**src/rtl/dim_pkg.sv**
```systemverilog
package dim_pkg;

    localparam int FRAME_SLOTS = 15;
    localparam int SLOT_W      = $clog2(FRAME_SLOTS + 1);
    localparam int NUM_DIGITS  = 8;
    localparam int DIGIT_W     = $clog2(NUM_DIGITS);
    localparam int RHYTHM_DIV  = 28672;

    typedef enum logic [2:0] {
        LVL_FULL  = 3'd0,
        LVL_P80   = 3'd1,
        LVL_P53   = 3'd2,
        LVL_P40   = 3'd3,
        LVL_P27   = 3'd4,
        LVL_P20   = 3'd5,
        LVL_P13   = 3'd6,
        LVL_BLANK = 3'd7
    } level_e;

    typedef enum logic [1:0] {
        GATE_STEADY,
        GATE_FLASH,
        GATE_BLINK
    } gate_mode_e;

    typedef struct packed {
        level_e level;
        logic   flash_en;
        logic   blink_en;
    } attr_t;

    function automatic logic [SLOT_W-1:0] on_slots(input level_e lvl);
        logic [SLOT_W-1:0] n;
        unique case (lvl)
            LVL_FULL:  n = SLOT_W'(15);
            LVL_P80:   n = SLOT_W'(12);
            LVL_P53:   n = SLOT_W'(8);
            LVL_P40:   n = SLOT_W'(6);
            LVL_P27:   n = SLOT_W'(4);
            LVL_P20:   n = SLOT_W'(3);
            LVL_P13:   n = SLOT_W'(2);
            default:   n = '0;
        endcase
        return n;
    endfunction

    function automatic gate_mode_e pick_mode(input attr_t a);
        if (a.blink_en)      return GATE_BLINK;
        else if (a.flash_en) return GATE_FLASH;
        else                 return GATE_STEADY;
    endfunction

endpackage

```
**src/rtl/dim_slot_counter.sv**
```systemverilog
module dim_slot_counter
    import dim_pkg::*;
#(
    parameter int FRAME = FRAME_SLOTS
) (
    input  logic              clk,
    input  logic              rst,
    output logic [SLOT_W-1:0] slot
);
    localparam logic [SLOT_W-1:0] LAST = SLOT_W'(FRAME - 1);

    always_ff @(posedge clk) begin
        if (rst || slot == LAST) slot <= '0;
        else                     slot <= slot + 1'b1;
    end
endmodule

```
**src/rtl/dim_rhythm_phase.sv**
```systemverilog
module dim_rhythm_phase #(
    parameter int DIV = 28672
) (
    input  logic clk,
    input  logic rst,
    output logic visible
);
    localparam int CNT_W = $clog2(DIV);
    localparam int HALF  = DIV / 2;
    localparam logic [CNT_W-1:0] WRAP = CNT_W'(DIV - 1);

    logic [CNT_W-1:0] cnt;

    always_ff @(posedge clk) begin
        if (rst || cnt == WRAP) cnt <= '0;
        else                    cnt <= cnt + 1'b1;
    end

    assign visible = (cnt < CNT_W'(HALF));
endmodule

```
**src/rtl/dim_gate_logic.sv**
```systemverilog
module dim_gate_logic
    import dim_pkg::*;
(
    input  attr_t             attr,
    input  logic              mask_bit,
    input  logic [SLOT_W-1:0] slot,
    input  logic              visible,
    output logic              en_next
);
    logic       duty_on;
    gate_mode_e mode;

    always_comb begin
        duty_on = (slot < on_slots(attr.level));
        mode    = pick_mode(attr);
        unique case (mode)
            GATE_BLINK:  en_next = duty_on && visible;
            GATE_FLASH:  en_next = duty_on && (visible || !mask_bit);
            default:     en_next = duty_on;
        endcase
    end
endmodule

```
**src/rtl/dim_column_gate.sv**
```systemverilog
module dim_column_gate
    import dim_pkg::*;
#(
    parameter int DIGITS = NUM_DIGITS,
    parameter int DIV    = RHYTHM_DIV,
    parameter int FRAME  = FRAME_SLOTS
) (
    input  logic                      clk,
    input  logic                      rst,
    input  logic [2:0]                bright,
    input  logic                      flash_en,
    input  logic                      blink_en,
    input  logic [DIGITS-1:0]         flash_mask,
    input  logic [$clog2(DIGITS)-1:0] digit_sel,
    output logic                      col_en
);
    logic [SLOT_W-1:0] slot;
    logic              phase_vis;
    logic              en_next;
    attr_t             attr;

    assign attr = '{level: level_e'(bright), flash_en: flash_en, blink_en: blink_en};

    dim_slot_counter #(.FRAME(FRAME)) u_slot (
        .clk  (clk),
        .rst  (rst),
        .slot (slot)
    );

    dim_rhythm_phase #(.DIV(DIV)) u_phase (
        .clk     (clk),
        .rst     (rst),
        .visible (phase_vis)
    );

    dim_gate_logic u_gate (
        .attr     (attr),
        .mask_bit (flash_mask[digit_sel]),
        .slot     (slot),
        .visible  (phase_vis),
        .en_next  (en_next)
    );

    always_ff @(posedge clk) begin
        if (rst) col_en <= 1'b0;
        else     col_en <= en_next;
    end
endmodule

```
**config.mk**
```make
export PLATFORM = sky130hd
export DESIGN_NAME = dim_column_gate
export DESIGN_NICKNAME = d
export VERILOG_FILES = /design/src/rtl/dim_pkg.sv /design/src/rtl/dim_slot_counter.sv /design/src/rtl/dim_rhythm_phase.sv /design/src/rtl/dim_gate_logic.sv /design/src/rtl/dim_column_gate.sv
export SDC_FILE = /design/constraint.sdc
export NUM_CORES = 1
export LEC_CHECK = 0
export BUFFER_PORTS_ARGS = -buffer_cell sky130_fd_sc_hd__buf_2
export CORE_MARGIN = 2
export CORE_UTILIZATION = 57
export DETAILED_ROUTE_END_ITERATION = 10
export HOLD_SLACK_MARGIN = 0.03
export MAX_ROUTING_LAYER = met4
export PLACE_DENSITY = 0.83
export SLEW_MARGIN = 20
export SYNTH_ARGS = -nofsm -noshare
export SYNTH_HDL_FRONTEND = slang
export SYNTH_SLANG_ARGS = --single-unit
```
**constraint.sdc**
```tcl
create_clock -name clk -period 3.1 [get_ports clk]
set_input_delay 0 -clock clk [delete_from_list [all_inputs] [get_ports clk]]
set_output_delay 0 -clock clk [all_outputs]
set_load 0.01 [all_outputs]
```
==> impl_metrics.yaml, run 1 <==
synthesis:
  ys_types: 30
  synth_area_um2: 1030
  yosys_warnings: 0
  synth_compound_area_frac: 0.0702
  synth_top_family_by_area: "simple AND/OR/NAND/NOR gates"
  synthArstFlopShare: 0
  ys_ff_latch: 20
  synth_edf_count: 0
  synth-main-ff-cell: "dfxtp_1"
  synthSimpleGateAreaFrac: 0.230
  synth_top_area_cell: "dfxtp_1"
  syn_inst: 110
  syn_nets: 134
  synthAdderAreaFrac: 0.0726
  synth.mux.area_fraction: 0.0847
  yosys.area_share.xor_xnor: 0.119
  avgSynthCellArea_um2: 9.40
  yosys.area.top_type_share: 0.387
  synth.area.top_cells: "dfxtp_1 39%, ha_1 7.3%, xnor2_1 6.8%, nor2_1 6.5%, xor2_1 5.1%"
  ys_seq_area_frac: 0.387
worst_setup_path:
  start_kind: "flop"
  critPathMaxFanout: 13
  end_kind: "flop"
  r2r_end: "u_phase.cnt[2]"
  rrSetupSlack_ns: 1.42
  worstPathArrival_ns: 1.86
  required_ns: 3.28
  r2r-start: "u_phase.cnt[0]"
  worst-setup-path-type: "reg -> reg"
  ff2ff_path_depth: 5
cts:
  cts_buffers: 3
  clkSinkCount: 20
  h-tree-depth: 1
  clk_path_buf_depth: 2
  ctsHoldBuffers: 2
  clk_latency_ns: 0.29
  post_cts_buffers: 0
  clock-root-buffer: "clkbuf_4"
  cts_tree: "done"
  cts_resized: 0
  clk_pin_slew_ns: 0.10
die:
  rows: 15
  io_pins: 19
  dieArea_um2: 2170
  start_util: 0.605
  core-area_um2: 1710
  die_y_um: 46.6
  die_w_um: 46.6
global_routing:
  grt_pass1_vias: 687
  grt_pass1_wl_um: 2640
  antenna_found_initial: 0
  grt_max_degree: 14
  overflow: 0
  grtUsageTotal: 0.179
layout:
  diodes: 0
  nFillCells: 134
  multi_input_area_um2: 596
  drive_above_1_share: 0.221
  syn_to_final_growth_pct: 14.4
  regArea_um2: 400
  final_cells: 156
  finalNetCount: 157
sta:
  rsz0062_at_grt: "false"
  relSlewSlack: 0.791
  slew_viol_final: 0
  setup_viol: 0
  tightest_slew_ns: 0.311
  fmax_mhz: 596
  fin_setup_tns_ns: 0
  min_period_ns: 1.68
  hold_viol_final: 0
  min_period_over_period: 0.542
  fin_worst_skew_ns: 0.00251
hold_path:
  min_from: "flash_en"
  hold_path_end: "col_en"
  hold_depth: 3
  min_path_type: "in -> reg"
routing:
  wl_per_cell_um: 11.6
  drt_wl_total_um: 1810
  dr.pass1.iters: 4
  final_antenna_net_count: 0
  vias: 850
  drc_errors: 0
  first_iter_violations: 9
  via_per_inst: 5.45
outcome:
  status: "completed"
flow_run:
  cap_viol_max_count: 0
place:
  port_buffers: 18
  place_inst: 151
  dp_hpwl_um: 1390
  place.gp.congestion: 0.799
power:
  leakage_nw: 0.470
  peakVddDrop_mv: 0.310
  power.density_nw_per_um2: 380
  total_power_uw: 450
## worst max-delay path by stage
stage	from	endpoint	slack, ns	depth (start not counted)
after floorplan	u_phase.cnt[0]	u_phase.cnt[12]	1.61	6
after global placement	u_phase.cnt[0]	u_phase.cnt[5]	1.52	5
after detailed placement	u_phase.cnt[0]	u_phase.cnt[2]	1.46	5
after CTS	u_phase.cnt[0]	u_phase.cnt[2]	1.43	5
after global routing	u_phase.cnt[0]	u_phase.cnt[2]	1.30	5
final	u_phase.cnt[0]	u_phase.cnt[2]	1.42	5
## cell families (layout without fill, tap and decap cells)
logic type,count (synthesis),count (layout)
AND/OR/NAND/NOR,44,44
flip-flops,20,20
XOR/XNOR,14,14
AO/OA/AOI/OAI,12,12
buffers and inverters,8,29
adder cells (fa/ha/maj),6,6
multiplexers,6,6
## sequential cells by signal (all words and copies together), names as in the netlist
name	count
u_phase.cnt	15
u_slot.slot	4
col_en	1
## worst max-delay path, stage by stage, from the launching register on
cell and delay (ns):
dfxtp_1 0.37, ha_1 0.24, inv_1 0.11, nor4_2 0.36
a31o_2 0.37, nor2_1 0.10
## stage by stage
step                      hold slack, ns  setup slack, ns  utilization  cell area (um^2)
after detailed placement           0.282             1.46        0.667              1140
after global placement             0.279             1.52        0.667              1140
after floorplan                    0.255             1.61            -              1030
final                             0.0533             1.42        0.692              1180
after CTS                         0.0458             1.43        0.692              1180
after global routing              0.0535             1.30        0.692              1180
## synth_stat cells (all sizes together) (3+ instances only)
master and number:
xnor2 8, nand2 3, dfxtp 20, inv 6, o21ai 3, xor2 6, a21oi 5, nand3 5
nor2 19, nor3 5, ha 6, nand4 4, nor4 3
## area by class of cell
class / instances / share of cell area
clock buffers: 3 / 0.0190
inverters: 6 / 0.0190
multi-input cells: 82 / 0.504
flip-flops and latches: 20 / 0.339
well taps: 25 / 0.0265
repair buffers: 20 / 0.0931
## cells in the final DEF, fill, tap and decap left out, drive strengths merged, types with 2 or more instances in the layout
| cell type | synthesis | routed |
|---|---|---|
| dfxtp | 20 | 20 |
| nor2 | 19 | 19 |
| buf | 1 | 18 |
| xnor2 | 8 | 8 |
| inv | 6 | 6 |
| xor2 | 6 | 6 |
| ha | 6 | 6 |
| nand3 | 5 | 5 |
| a21oi | 5 | 5 |
| nor3 | 5 | 5 |
| nand4 | 4 | 4 |
| nand2 | 3 | 3 |
| o21ai | 3 | 3 |
| clkbuf | 1 | 3 |
| nor4 | 3 | 3 |
| mux2 | 2 | 2 |
| mux2i | 2 | 2 |
| mux4 | 2 | 2 |
| dlygate4sd3 | 0 | 2 |
## report_power, final
part	switching [mW]	internal, mW
logic	0.0271	0.0327
registers	0.00852	0.265
clock network	0.0710	0.0452
total	0.107	0.343
## layer usage
metal	vias to the layer above	GRT usage	share of wire
li1	432	-	-
met1	387	0.204	0.43
met2	29	0.306	0.51
met3	2	0.0235	0.059
met4	0	0.0857	0.0066
met5	-	-	0
Power figures use the tool's default switching activity.
==> run 2, diff against run 1 <==
--- a/config.mk
+++ b/config.mk
@@ -7,11 +7,11 @@
 export LEC_CHECK = 0
 export BUFFER_PORTS_ARGS = -buffer_cell sky130_fd_sc_hd__buf_2
 export CORE_MARGIN = 2
-export CORE_UTILIZATION = 57
+export CORE_UTILIZATION = 48
 export DETAILED_ROUTE_END_ITERATION = 10
 export HOLD_SLACK_MARGIN = 0.03
 export MAX_ROUTING_LAYER = met4
-export PLACE_DENSITY = 0.83
+export PLACE_DENSITY = 0.75
 export SLEW_MARGIN = 20
 export SYNTH_ARGS = -nofsm -noshare
 export SYNTH_HDL_FRONTEND = slang
==> constraint.sdc (replaced) <==
create_clock -name clk -period 1.4 [get_ports clk]
set_input_delay 0 -clock clk [delete_from_list [all_inputs] [get_ports clk]]
set_output_delay 0 -clock clk [all_outputs]
set_load 0.01 [all_outputs]
==> run 2 against run 1 <==
Compared with the run above: critical path depth fell by 1; sequential cell count did not move; non-clock buffer count rose by 19; design area rose by 16%; critical path type unchanged; critical endpoint is now u_phase.cnt[11].
==> impl_metrics.yaml, run 2 (synthesized netlist as in run 1, its figures left out) <==
routing:
  via_per_inst: 5.26
  dr.pass1.iters: 4
  drc_errors: 0
  final_antenna_net_count: 0
  first_iter_violations: 9
  vias: 931
  drt_wl_total_um: 2370
  wl_per_cell_um: 13.4
hold_path:
  min_path_type: "in -> reg"
sta:
  hold_viol_final: 0
  tightest_slew_ns: 0.298
  rsz0062_at_grt: "true"
  min_period_over_period: 0.988
  relSlewSlack: 0.800
  min_period_ns: 1.38
  slew_viol_final: 0
  fmax_mhz: 723
  fin_worst_skew_ns: 0.000712
  fin_setup_tns_ns: 0
  setup_viol: 0
layout:
  fin_area_um2: 1370
  mostFrequentLayoutCell: "buf_4"
  diodes: 0
  final_cells: 177
  final_cell_mix: "19 x buf_4, 18 x nor2_1, 18 x buf_2, 11 x dfxtp_1"
  top_register: "u_phase.cnt"
  largest_register_ffs: 15
  finalNetCount: 176
  top_regs: "u_phase.cnt: 15 flops, u_slot.slot: 4 flops, col_en: 1 flops"
  syn_to_final_growth_pct: 32.7
  final_util: 0.685
  drive_above_1_share: 0.407
global_routing:
  grt_pass1_vias: 960
  grtUsageTotal: 0.222
  antenna_found_initial: 0
  grt_max_degree: 14
  overflow: 0
  grt_pass1_wl_um: 4110
die:
  rows: 16
  core-area_um2: 2000
  start_util: 0.516
  dieArea_um2: 2540
  io_pins: 19
  die_w_um: 50.4
  die_y_um: 50.4
worst_setup_path:
  worst-setup-path-type: "reg -> reg"
  required_ns: 1.61
  worstPathArrival_ns: 1.59
  end_kind: "flop"
  critPathMaxFanout: 3
  start_kind: "flop"
  rrSetupSlack_ns: 0.02
cts:
  clk_pin_slew_ns: 0.11
  h-tree-depth: 1
  clock-root-buffer: "clkbuf_4"
  cts_tree: "done"
  cts_buffers: 3
  clkSinkCount: 20
  clk_path_buf_depth: 2
  clk_latency_ns: 0.30
power:
  power.density_nw_per_um2: 758
  total_power_mw: 1.04
  peakVddDrop_mv: 0.662
  leakage_nw: 0.589
place:
  port_buffers: 18
  place_area_um2: 1260
  place.gp.congestion: 0.716
  dp_hpwl_um: 1710
  place_inst: 168
outcome:
  status: "completed"
flow_run:
  cap_viol_max_count: 0
==> run 2: final timing paths <==
path              depth (start not counted)           start              end
hold / removal                            3        flash_en           col_en
setup reg to reg                          4  u_phase.cnt[6]  u_phase.cnt[11]
setup / recovery                          4  u_phase.cnt[6]  u_phase.cnt[11]
hold reg to reg                           2  u_phase.cnt[0]   u_phase.cnt[0]
==> run 2: worst max-delay path, stage by stage (launching register included) <==
cell and delay, ns:
dfxtp_2 0.34, nand4_1 0.15, or4_4 0.56, xor2_1 0.19, nor2_2 0.05
==> run 2: final cells by class <==
| cell class | count | area, um^2 |
|---|---|---|
| multi-input combinational | 82 | 626 |
| timing repair buffer | 39 | 253 |
| inverter | 6 | 22.5 |
| clock buffer | 3 | 22.5 |
| tap | 27 | 33.8 |
| fill | 161 | 631 |
| sequential | 20 | 414 |
==> run 2: what timing repair did <==
action	CTS	global route
hold buffers	2	0
hold endpoints to repair	7	0
gates resized for setup	2	13
buffers inserted	0	4
setup endpoints to repair	13	14
pin swaps	1	5
==> run 2: power breakdown <==
part	internal (mW)	switching (mW)	total [mW]
Combinational	0.0827	0.0734	0.156
Sequential	0.588	0.0173	0.605
Clock	0.101	0.178	0.278
Total	0.771	0.268	1.04
==> run 2: per-stage QoR <==
stage | hold slack, ns | worst slack, ns
floorplan | 0.255 | 0.0000928
global route | 0.0689 | -0.0336
finish | 0.0477 | 0.0164
detailed placement | 0.283 | -0.0302
CTS | 0.0517 | 0.00825
global placement | 0.274 | 0.0320
==> run 2: per-layer routing <==
| metal | vias up | GRT usage | share of wire |
|---|---|---|---|
| met5 | - | - | 0 |
| li1 | 466 | - | - |
| met2 | 15 | 0.425 | 0.57 |
| met4 | 0 | 0.104 | 0.033 |
| met3 | 10 | 0.0327 | 0.020 |
| met1 | 440 | 0.218 | 0.38 |
